### src/rtl/lut_slice_pkg.sv
package lut_slice_pkg;
  typedef enum logic [1:0] {
    MODE_DUAL = 2'd0,
    MODE_LUT5 = 2'd1,
    MODE_ROM  = 2'd2,
    MODE_RAM  = 2'd3
  } slice_mode_e;

  function automatic int cfg_width(input int n_in);
    return 2 * (1 << n_in) + 2;
  endfunction
endpackage

### src/rtl/lut_slice_cfg.sv
module lut_slice_cfg #(
  parameter int CFG_W = 34
) (
  input  logic             clk_i,
  input  logic             rst_ni,
  input  logic             cfg_en_i,
  input  logic             cfg_ser_i,
  input  logic             cfg_load_i,
  input  logic [CFG_W-1:0] cfg_data_i,
  input  logic             cfg_done_i,
  output logic [CFG_W-1:0] cfg_q_o,
  output logic             done_o
);
  always_ff @(posedge clk_i or negedge rst_ni) begin
    if (!rst_ni) begin
      cfg_q_o <= '0;
      done_o  <= 1'b0;
    end else begin
      if (cfg_load_i)    cfg_q_o <= cfg_data_i;
      else if (cfg_en_i) cfg_q_o <= {cfg_q_o[CFG_W-2:0], cfg_ser_i};
      if (cfg_load_i || cfg_en_i) done_o <= 1'b0;
      else if (cfg_done_i)        done_o <= 1'b1;
    end
  end
endmodule

### src/rtl/lut_slice_lut.sv
module lut_slice_lut #(
  parameter int N_IN = 4,
  localparam int TBL = 1 << N_IN
) (
  input  logic [TBL-1:0]  tbl_i,
  input  logic [N_IN-1:0] addr_i,
  output logic            y_o
);
  assign y_o = tbl_i[addr_i];
endmodule

### src/rtl/lut_slice_outreg.sv
module lut_slice_outreg #(
  parameter int N_OUT = 2
) (
  input  logic             clk_i,
  input  logic             rst_ni,
  input  logic             sclr_i,
  input  logic [N_OUT-1:0] d_i,
  input  logic [N_OUT-1:0] en_i,
  input  logic             done_i,
  output logic [N_OUT-1:0] y_o
);
  for (genvar i = 0; i < N_OUT; i++) begin : g_bit
    logic q;
    always_ff @(posedge clk_i or negedge rst_ni) begin
      if (!rst_ni)     q <= 1'b0;
      else if (sclr_i) q <= 1'b0;
      else             q <= d_i[i];
    end
    assign y_o[i] = done_i & (en_i[i] ? q : d_i[i]);
  end
endmodule

### src/rtl/lut_slice.sv
module lut_slice
  import lut_slice_pkg::*;
#(
  parameter int N_IN = 4,
  localparam int TBL = 1 << N_IN,
  localparam int CFG_W = 2 * TBL + 2
) (
  input  logic             clk_i,
  input  logic             rst_ni,
  input  logic             cfg_en_i,
  input  logic             cfg_ser_i,
  input  logic             cfg_load_i,
  input  logic [CFG_W-1:0] cfg_data_i,
  input  logic             cfg_done_i,
  input  logic [1:0]       mode_i,
  input  logic             sclr_i,
  input  logic [N_IN-1:0]  a_i,
  input  logic [N_IN-1:0]  b_i,
  input  logic             sel_i,
  output logic             out0_o,
  output logic             out1_o,
  output logic             lut5_o,
  output logic             cfg_done_o
);
  logic [CFG_W-1:0] cfg_q;
  logic             done;
  slice_mode_e      mode;
  logic [1:0]       lut_y;
  logic [N_IN-1:0]  addr [2];
  logic [1:0]       comb;
  logic             f5;

  assign mode = slice_mode_e'(mode_i);

  lut_slice_cfg #(.CFG_W(CFG_W)) u_cfg (
    .clk_i, .rst_ni, .cfg_en_i, .cfg_ser_i, .cfg_load_i, .cfg_data_i,
    .cfg_done_i, .cfg_q_o(cfg_q), .done_o(done)
  );

  // table 1 follows b only in dual mode
  assign addr[0] = a_i;
  assign addr[1] = (mode == MODE_DUAL) ? b_i : a_i;

  for (genvar t = 0; t < 2; t++) begin : g_lut
    lut_slice_lut #(.N_IN(N_IN)) u_lut (
      .tbl_i(cfg_q[2 + t*TBL +: TBL]),
      .addr_i(addr[t]),
      .y_o(lut_y[t])
    );
  end

  assign f5 = sel_i ? lut_y[1] : lut_y[0];

  always_comb begin
    comb = 2'b00;
    unique case (mode)
      MODE_DUAL, MODE_ROM: comb = lut_y;
      MODE_LUT5:           comb = {1'b0, f5};
      default:             comb = 2'b00;
    endcase
    comb = done ? comb : 2'b00;
  end

  lut_slice_outreg #(.N_OUT(2)) u_oreg (
    .clk_i, .rst_ni, .sclr_i,
    .d_i(comb), .en_i(cfg_q[1:0]), .done_i(done),
    .y_o({out1_o, out0_o})
  );

  assign lut5_o     = done & (mode == MODE_LUT5) & f5;
  assign cfg_done_o = done;
endmodule

### config.mk
export PLATFORM = sky130hd
export DESIGN_NAME = lut_slice
export DESIGN_NICKNAME = d
export VERILOG_FILES = /design/src/rtl/lut_slice_pkg.sv /design/src/rtl/lut_slice_cfg.sv /design/src/rtl/lut_slice_lut.sv /design/src/rtl/lut_slice_outreg.sv /design/src/rtl/lut_slice.sv
export SDC_FILE = /design/constraint.sdc
export NUM_CORES = 1
export LEC_CHECK = 0
export BUFFER_PORTS_ARGS = -buffer_cell sky130_fd_sc_hd__buf_4
export CAP_MARGIN = 20
export CORE_MARGIN = 5
export CORE_UTILIZATION = 25
export CTS_CLUSTER_DIAMETER = 120
export DETAILED_ROUTE_END_ITERATION = 8
export PLACE_DENSITY = 0.41
export SLEW_MARGIN = 20
export SYNTH_ARGS = -nofsm -noshare
export SYNTH_HDL_FRONTEND = slang
export SYNTH_SLANG_ARGS = --single-unit
export TNS_END_PERCENT = 1
### constraint.sdc
create_clock -name clk_i -period 2.3 [get_ports clk_i]
set_input_delay 0.46 -clock clk_i [delete_from_list [all_inputs] [get_ports clk_i]]
set_output_delay 0.46 -clock clk_i [all_outputs]
set_load 0.02 [all_outputs]
==> impl_metrics.csv, run 1 <==
group,metric,value,unit
yosys,ys_ff_latch,37,
floorplan,pin_count,56,
yosys,synth_mux_area_frac,0.2218,
place,gp_congestion,0.7189,
setup_path,arrival,2040,ps
clock_tree,cts_sinks,37,
yosys,synthTopCellsByCount,"nand2_1 (49), dfrtp_1 (37), mux2i_1 (35), o21ai_0 (35), a21oi_1 (8)",
yosys,synth_compound_area_frac,0.1713,
global_route,grt_antenna_before_repair,0,
outcome,status,"complete, but fails checks",
yosys,synth_simple_gate_area_share,0.1341,
yosys,async_reset_ff_frac,1.000,
floorplan,core_area,8299,um^2
timing,hold_viol_final,0,
global_route,grt_max_degree,70,
setup_path,cp_max_fo,2,
setup_path,path_delay_family,"compound AO/OA/AOI/OAI gates",
timing,min_period,2505,ps
timing,fin_ws,-204.9,ps
global_route,first_global_vias,1921,
yosys,synth_xor_area_frac,0,
place,portBuffers,55,
timing,tns,-539.7,ps
yosys,synthCells,222,
yosys,ys_seq_area_frac,0.4297,
yosys,yosys-top-cells-area,"dfrtp_1 (43%), mux2i_1 (16%), nand2_1 (8.5%)",
setup_path,max_stage_delay,470,ps
setup_path,crit_required,1840,ps
timing,slew_viol_final,0,
clock_tree,cts_max_path_buffers,2,
timing,worst_pin_slew,595.6,ps
clock_tree,h-tree-depth,2,
timing,fin_skew,3.719,ps
clock_tree,clk_pin_slew_worst_paths,70,ps
floorplan,dieWidth,102.8,um
min_path,hold_class,"in2async",
global_route,gr-usage-all-layers,0.1164,
detailed_routing,dr_total_vias,1819,
setup_path,r2r_setup_slack,600,ps
floorplan,die_height,102.8,um
detailed_routing,wl,5768,um
floorplan,initial_core_util,0.2596,
clock_tree,ctsRootBufferMaster,"clkbuf_8",
timing,setup_viol,3,
detailed_routing,vias_per_cell,4.652,
clock_tree,cts_tree,"built",
place,place_hpwl,4192,um
setup_path,rr_worst_depth,7,
detailed_routing,ant_nets,0,
yosys,yosysWarningCount,0,
yosys,yosysTopAreaCell,"dfrtp_1",
timing,max_freq,399.2,MHz
power_and_ir_drop,pwr_density_cell,557.4,nW/um^2
flow_run,maxCapViolCount,0,
global_route,grt_first_pass_wirelength,9473,um
finish,syn_to_final_growth,34.61,%
finish,fill_cells,873,
finish,fin_area,2900,um^2
setup_path,end_kind,"primary output",
yosys,synth-edff-count,0,
clock_tree,clk_latency,290,ps
setup_path,r2r_start,"u_cfg.cfg_q_o[9]$_DFFE_PN0N_",
yosys,synth.avg_cell_area,9.705,um^2
floorplan,die-area,10580,um^2
global_route,grt_overflow_total,0,
setup_path,crit_path_top_delay_cell,"mux4_2",
finish,n_antenna_cell,0,
yosys,synth_top_family_by_area,"multiplexers",
place,place_area,2760,um^2
yosys,syn-num-nets,274,
power_and_ir_drop,peakVddDrop,270.8,uV
setup_path,crit_path_start_kind,"register",
power_and_ir_drop,power_leakage,1.349,nW
setup_path,crit_type,"reg2out",
outcome,violations,"negative setup slack",
clock_tree,numCtsBuffers,5,
setup_path,path_buf_inv,1,
place,place_ws,-310.3,ps
floorplan,num_rows,33,
finish,drive_above_1_share,0.3392,
yosys,ys.flop_type,"dfrtp_1",
detailed_routing,routedWlPerCell,14.75,um
timing,relSlewSlack,0.6029,
yosys,synth_top_area_share,0.4297,
finish,nNetsFinal,338,
setup_path,path_cells,"mux4_2 -> nor2b_4 -> a211oi_2 -> a31oi_2 -> a21oi_2 -> a2bb2oi_2 -> o21ai_2 -> buf_6",
yosys,syn-cell-area,2155,um^2
yosys,synth_cell_types,37,
timing,rsz0062_at_grt,"true",
detailed_routing,dr.pass1.iters,4,
power_and_ir_drop,power.total,0.001617,W
yosys,yosysMostFrequentCell,"nand2_1",
detailed_routing,first_iter_violations,55,
setup_path,r2r-end,"u_oreg.g_bit[0].q$_DFF_PN0_",
timing,post-route-period-util,1.089,
yosys,synthAdderAreaFrac,0,
detailed_routing,drc,0,
-- cell type report --
type | count | area [um^2] | share of cell area
inverter | 5 | 32.53 | 0.01122
multi-input combinational | 167 | 1180 | 0.4068
timing repair buffer | 70 | 544.3 | 0.1877
sequential | 37 | 925.9 | 0.3192
clock buffer | 7 | 86.33 | 0.02977
tap | 105 | 131.4 | 0.04530
-- report_power, final --
part | internal [W] | total, W | switching (W)
Sequential | 0.000714 | 0.000769 | 0.0000552
Clock | 0.000238 | 0.000466 | 0.000228
Combinational | 0.000205 | 0.000382 | 0.000176
-- worst max-delay path by stage --
stage / from / end / slack [ps] / cells past startpoint
global route: u_cfg.cfg_q_o[9]$_DFFE_PN0N_ / out0_o / -310 / 8
detailed placement: mode_i[1] / out1_o / -310 / 9
global placement: mode_i[1] / lut5_o / -260 / 9
CTS: u_cfg.cfg_q_o[9]$_DFFE_PN0N_ / out0_o / -210 / 8
floorplan: mode_i[1] / lut5_o / -60 / 7
finish: u_cfg.cfg_q_o[9]$_DFFE_PN0N_ / out0_o / -200 / 8
-- flip-flops by register name, indices dropped and copies added, names as in the netlist --
name and count:
u_cfg.done_o 1, u_oreg.g_bit.q 2, u_cfg.cfg_q_o 34
-- routing by layer --
layer	track usage	wire length (um)	up-vias
met3	0.02165	267	5
met1	0.1666	2858	849
li1	-	-	923
met2	0.1753	2562	42
met4	0.04183	80	0
met5	0	0	-
-- worst register-to-register path, stage by stage (launching register included) --
cell	delay [ps]
dfrtp_1	390
mux4_2	470
nor2b_4	140
a211oi_2	170
a31oi_2	80
buf_4	160
o21ai_1	90
o41ai_2	90
-- logic make-up after synthesis --
family,count (synthesis)
DFF,37
AOI/OAI and AO/OA,60
and+or+nand+nor,66
muxes,41
buffers and inverters,18
-- cell usage in the layout, fill, tap and decap left out --
| cell type | n |
|---|---|
| nand3_1 | 2 |
| nor2_4 | 1 |
| clkbuf_1 | 1 |
| a22oi_2 | 1 |
| mux2i_4 | 1 |
| o21ai_1 | 1 |
| o21ai_2 | 1 |
| inv_1 | 4 |
| mux2i_1 | 35 |
| nor2b_4 | 1 |
| buf_6 | 3 |
| a211oi_2 | 2 |
| or2_4 | 1 |
| a31oi_2 | 2 |
| a32oi_1 | 2 |
| mux2_4 | 1 |
| o31ai_4 | 1 |
| a31oi_1 | 2 |
| o41ai_2 | 1 |
| nand2_1 | 49 |
| buf_4 | 66 |
| o21a_4 | 1 |
| or3_1 | 1 |
| a2bb2oi_2 | 1 |
| nor2_1 | 3 |
| mux4_2 | 4 |
| buf_8 | 1 |
| nor4_1 | 1 |
| nor3_1 | 4 |
| bufinv_8 | 1 |
| dfrtp_1 | 37 |
| a21oi_2 | 1 |
| a22oi_1 | 1 |
| a21oi_1 | 8 |
| o21ai_0 | 35 |
| clkbuf_8 | 6 |
| nor4b_1 | 2 |
| nand3b_1 | 1 |
-- what timing repair did --
| item | 4_1_cts | 5_1_grt |
|---|---|---|
| pin swaps | 10 | 0 |
| setup endpoints to repair | 3 | 3 |
| resized for setup | 6 | 3 |
| hold buffers | 0 | 0 |
| endpoints found under the hold margin | 0 | 0 |
| buffers inserted | 2 | 0 |
-- metrics by stage --
stage / utilization / hold slack, ps / cells
after floorplan: - / 164.4 / 222
after global placement: 0.3326 / 469.1 / 382
after detailed placement: 0.3326 / 468.6 / 382
after CTS: 0.3481 / 146.1 / 391
after global routing: 0.3495 / 167.1 / 391
final: 0.3495 / 126.8 / 391
Note: power is estimated with default switching activity, not from simulation.
==> inputs of run 2 (changes only) <==
RECOVER_POWER = 50   (was unset)
==> impl_metrics.csv, run 2 (synthesis results as in run 1) <==
group,metric,value,unit
finish,reg.largest.list,"u_cfg.cfg_q_o x34, u_oreg.g_bit.q x2, u_cfg.done_o x1",
floorplan,dieWidth,102.8,um
global_route,gr-usage-all-layers,0.1164,
detailed_routing,dr_total_vias,1819,
setup_path,r2r_setup_slack,600,ps
timing,fin_ws,-204.9,ps
power_and_ir_drop,power_leakage,1.348,nW
clock_tree,cts_sinks,37,
global_route,grt_overflow_total,0,
floorplan,pin_count,56,
clock_tree,clk_latency,290,ps
finish,largest_register_ffs,34,
clock_tree,h-tree-depth,2,
clock_tree,numCtsBuffers,5,
detailed_routing,vias_per_cell,4.652,
global_route,met3_usage,0.02165,
setup_path,end_kind,"primary output",
setup_path,rr_worst_depth,7,
power_and_ir_drop,peakVddDrop,270.8,uV
place,place_area,2760,um^2
setup_path,path_cells,"mux4_2 -> nor2b_4 -> a211oi_2 -> a31oi_2 -> a21oi_2 -> a2bb2oi_2 -> o21ai_2 -> buf_6",
power_and_ir_drop,pwr_density_cell,557.7,nW/um^2
finish,top_register,"u_cfg.cfg_q_o",
floorplan,initial_core_util,0.2596,
place,portBuffers,55,
finish,n_antenna_cell,0,
outcome,status,"complete, but fails checks",
place,place_hpwl,4192,um
flow_run,maxCapViolCount,0,
floorplan,die_height,102.8,um
timing,hold_viol_final,0,
global_route,grt_antenna_before_repair,0,
global_route,met2_usage,0.1753,
setup_path,crit_path_top_delay_cell,"mux4_2",
finish,final_cell_mix,"buf_4 (65), nand2_1 (49), dfrtp_1 (37), mux2i_1 (35), o21ai_0 (35)",
clock_tree,cts_max_path_buffers,2,
detailed_routing,drc,0,
min_path,hold_class,"in2async",
global_route,first_global_vias,1921,
timing,post-route-period-util,1.089,
setup_path,path_buf_inv,1,
clock_tree,hold_buffers,0,
global_route,grt_max_degree,70,
place,dpl.cell_count,382,
finish,final_util,0.3492,
outcome,violations,"negative setup slack",
setup_path,max_stage_delay,470,ps
clock_tree,ctsRootBufferMaster,"clkbuf_8",
detailed_routing,ant_nets,0,
power_and_ir_drop,power.total,0.001616,W
timing,worst_pin_slew,971.3,ps
setup_path,arrival,2040,ps
setup_path,crit_path_start_kind,"register",
global_route,use_met1,0.1666,
timing,rsz0062_at_grt,"true",
setup_path,crit_required,1840,ps
timing,min_period,2505,ps
global_route,grt_first_pass_wirelength,9473,um
detailed_routing,dr.pass1.iters,4,
finish,nNetsFinal,338,
clock_tree,cts_tree,"built",
setup_path,cp_max_fo,2,
finish,final_common_cell,"buf_4",
timing,setup_viol,3,
place,gp_congestion,0.7189,
setup_path,path_delay_family,"compound AO/OA/AOI/OAI gates",
finish,fin_area,2898,um^2
setup_path,crit_type,"reg2out",
timing,slew_viol_final,0,
detailed_routing,first_iter_violations,55,
detailed_routing,routedWlPerCell,14.75,um
timing,fin_skew,3.719,ps
floorplan,core_area,8299,um^2
detailed_routing,wl,5767,um
finish,drive_above_1_share,0.3392,
setup_path,r2r-end,"u_oreg.g_bit[0].q$_DFF_PN0_",
timing,relSlewSlack,0.3525,
floorplan,die-area,10580,um^2
global_route,grt_busiest_layer,"met2",
floorplan,num_rows,33,
timing,max_freq,399.2,MHz
finish,syn_to_final_growth,34.49,%
finish,stdcell_count,391,
setup_path,r2r_start,"u_cfg.cfg_q_o[9]$_DFFE_PN0N_",
clock_tree,clk_pin_slew_worst_paths,70,ps
==> run 2: changes by cell type in the layout (fill, tap and decap cells not counted), sizes merged <==
cell,change
clkbuf,+1
buf,-1
==> run 2: through the flow <==
stage / worst slack (ps) / hold slack, ps / TNS, ps
after floorplan: -63.89 / 164.4 / -111.8
after global placement: -255.7 / 469.1 / -717.4
after detailed placement: -310.3 / 468.6 / -839.6
after CTS: -212.9 / 146.1 / -561.1
after global routing: -310.2 / 343.0 / -864.3
final: -204.9 / 308.4 / -539.7
==> run 2: layout make-up <==
cell class	instances	area (um^2)
timing repair buffer	70	541.8
fill	873	5401
tap	105	131.4
sequential	37	925.9
inverter	5	32.53
multi-input combinational	167	1180
clock buffer	7	86.33
==> run 2: report_power, final <==
| group | internal (W) | switching [W] | leakage, nW |
|---|---|---|---|
| clock network | 0.000238 | 0.000228 | 0.0443 |
| logic | 0.000205 | 0.000176 | 0.849 |
| registers | 0.000714 | 0.0000552 | 0.455 |
| total | 0.00116 | 0.000459 | 1.35 |
==> run 2: worst max path at each step <==
stage	startpoint	endpoint	slack [ps]	cells past startpoint
after floorplan	mode_i[1]	lut5_o	-60	7
after global placement	mode_i[1]	lut5_o	-260	9
after detailed placement	mode_i[1]	out1_o	-310	9
after CTS	u_cfg.cfg_q_o[9]$_DFFE_PN0N_	out0_o	-210	8
after global routing	u_cfg.cfg_q_o[9]$_DFFE_PN0N_	out0_o	-310	8
final	u_cfg.cfg_q_o[9]$_DFFE_PN0N_	out0_o	-200	8
==> run 2: repair_timing <==
item,4_1_cts,5_1_grt
buffers inserted,2,0
endpoints found under the setup margin,3,3
pin swaps,10,0
gates resized for setup,6,3
gates cloned,0,0
==> run 2: metal layers <==
layer,part of all wire,up-vias
met2,0.44,42
met5,0,-
met1,0.50,849
met3,0.046,5
li1,-,923
met4,0.014,0
==> inputs of run 3 (changes only) <==
CORE_UTILIZATION = 48   (was 25)
PLACE_DENSITY = 0.72   (was 0.41)
==> impl_metrics.csv, run 3 (synthesis results as in run 1) <==
group,metric,value,unit
outcome,status,"complete, but fails checks",
outcome,violations,"negative setup slack",
floorplan,initial_core_util,0.4948,
place,place_hpwl,3635,um
power_and_ir_drop,peakVddDrop,336.9,uV
timing,setup_viol,3,
floorplan,die_height,77.00,um
setup_path,rr_worst_depth,7,
finish,fill_cells,380,
finish,nNetsFinal,337,
timing,worst_pin_slew,909.6,ps
floorplan,dieWidth,77.00,um
detailed_routing,vias_per_cell,5.320,
timing,max_freq,398.0,MHz
clock_tree,cts_sinks,37,
setup_path,crit_type,"reg2out",
timing,min_period,2512,ps
finish,top_register,"u_cfg.cfg_q_o",
timing,rsz0062_at_grt,"true",
timing,relSlewSlack,0.3936,
timing,fin_skew,4.294,ps
finish,final_common_cell,"buf_4",
detailed_routing,first_iter_violations,54,
clock_tree,cts_tree,"built",
setup_path,cp_max_fo,2,
power_and_ir_drop,power.total,0.001575,W
floorplan,num_rows,24,
power_and_ir_drop,p_sw_frac,0.2819,
power_and_ir_drop,combPwrFrac,0.237,
finish,drive_above_1_share,0.3427,
min_path,hold_class,"in2async",
timing,tns,-595.8,ps
place,place_area,2679,um^2
global_route,grt_max_degree,70,
clock_tree,h-tree-depth,2,
power_and_ir_drop,p_int,0.001131,W
power_and_ir_drop,power_leakage,1.339,nW
setup_path,r2r-end,"u_oreg.g_bit[0].q$_DFF_PN0_",
finish,final_cell_mix,"buf_4 (64), nand2_1 (49), dfrtp_1 (37), mux2i_1 (35), o21ai_0 (35)",
floorplan,pin_count,56,
setup_path,crit_path_start_kind,"register",
floorplan,die-area,5928,um^2
finish,stdcell_count,338,
detailed_routing,routedWlPerCell,14.53,um
power_and_ir_drop,pwr_density_cell,556.6,nW/um^2
power_and_ir_drop,power_frac_seq,0.489,
clock_tree,numCtsBuffers,5,
timing,hold_viol_final,0,
finish,fin_area,2830,um^2
setup_path,crit_required,1840,ps
clock_tree,clk_pin_slew_worst_paths,70,ps
setup_path,arrival,2050,ps
detailed_routing,dr_total_vias,1798,
power_and_ir_drop,p_clk_frac,0.275,
clock_tree,clk_latency,280,ps
detailed_routing,ant_nets,0,
clock_tree,cts_max_path_buffers,2,
global_route,gr-usage-all-layers,0.1681,
setup_path,crit_path_end,"out0_o",
place,portBuffers,55,
place,gp_congestion,0.9040,
power_and_ir_drop,power.switching,0.0004441,W
global_route,grt_antenna_before_repair,0,
detailed_routing,drc,0,
finish,largest_register_ffs,34,
setup_path,end_kind,"primary output",
timing,slew_viol_final,0,
finish,reg.largest.list,"u_cfg.cfg_q_o x34, u_oreg.g_bit.q x2, u_cfg.done_o x1",
timing,post-route-period-util,1.092,
finish,syn_to_final_growth,31.36,%
timing,fin_ws,-212.4,ps
flow_run,maxCapViolCount,0,
setup_path,r2r_start,"u_cfg.cfg_q_o[6]$_DFFE_PN0N_",
setup_path,r2r_setup_slack,590,ps
global_route,grt_overflow_total,0,
detailed_routing,dr.pass1.iters,4,
global_route,first_global_vias,1752,
global_route,grt_first_pass_wirelength,8204,um
detailed_routing,wl,4910,um
place,dpl.cell_count,327,
timing,holdWs,295.1,ps
setup_path,startpoint,"u_cfg.cfg_q_o[6]$_DFFE_PN0N_",
clock_tree,hold_buffers,0,
floorplan,core_area,4354,um^2
clock_tree,ctsRootBufferMaster,"clkbuf_8",
finish,n_antenna_cell,0,
-- run 3: worst min path at each step --
stage | to | cells past startpoint | startpoint
after global placement | u_cfg.cfg_q_o[8]$_DFFE_PN0N_ | 1 | rst_ni
after global routing | u_oreg.g_bit[1].q$_DFF_PN0_ | 2 | sclr_i
after floorplan | u_cfg.cfg_q_o[0]$_DFFE_PN0N_ | 0 | rst_ni
after CTS | u_cfg.cfg_q_o[7]$_DFFE_PN0N_ | 1 | rst_ni
after detailed placement | u_cfg.cfg_q_o[9]$_DFFE_PN0N_ | 1 | rst_ni
final | u_cfg.cfg_q_o[7]$_DFFE_PN0N_ | 1 | rst_ni
-- run 3: timing repair --
action                                  in CTS  in global routing
pin swaps                                    8                  2
endpoints found under the setup margin       3                  3
gates resized for setup                     10                  2
buffers inserted                             3                  0
gates cloned                                 0                  0
-- run 3: cell type report --
type,instances,area (um^2),area share
Inverter,5,32.53,0.01149
Timing Repair Buffer,69,534.3,0.1888
Sequential cell,37,925.9,0.3271
Tap cell,52,65.06,0.02299
Clock buffer,8,80.08,0.02829
Multi-Input combinational cell,167,1192,0.4213
-- run 3: metrics by stage --
stage	utilization	setup slack (ps)
floorplan	-	-63.89
global placement	0.6152	-241.0
detailed placement	0.6152	-295.3
CTS	0.6486	-231.5
global route	0.6500	-329.4
finish	0.6500	-212.4
-- run 3: critical path, stage by stage, from the launching register on --
cell and delay [ps]:
dfrtp_1 390, mux4_2 470, nor2b_4 140, a211oi_2 180, a31oi_2 80, a21oi_2 150
a2bb2oi_2 150, o21ai_2 70, buf_6 130
-- run 3: power groups by stage --
stage	registers (W)	logic [W]	clock network, W
floorplan	0.000763	0.000212	0
global placement	0.000779	0.000347	0
detailed placement	0.000781	0.000356	0
CTS	0.000770	0.000375	0.000436
global route	0.000778	0.000415	0.000465
finish	0.000770	0.000373	0.000433
-- run 3: layer usage --
metal,global-route usage,wire length (um),vias up
met3,0.03630,287,5
li1,-,-,923
met1,0.2308,2304,822
met4,0.06873,70,0
met2,0.2572,2248,48
met5,0,0,-
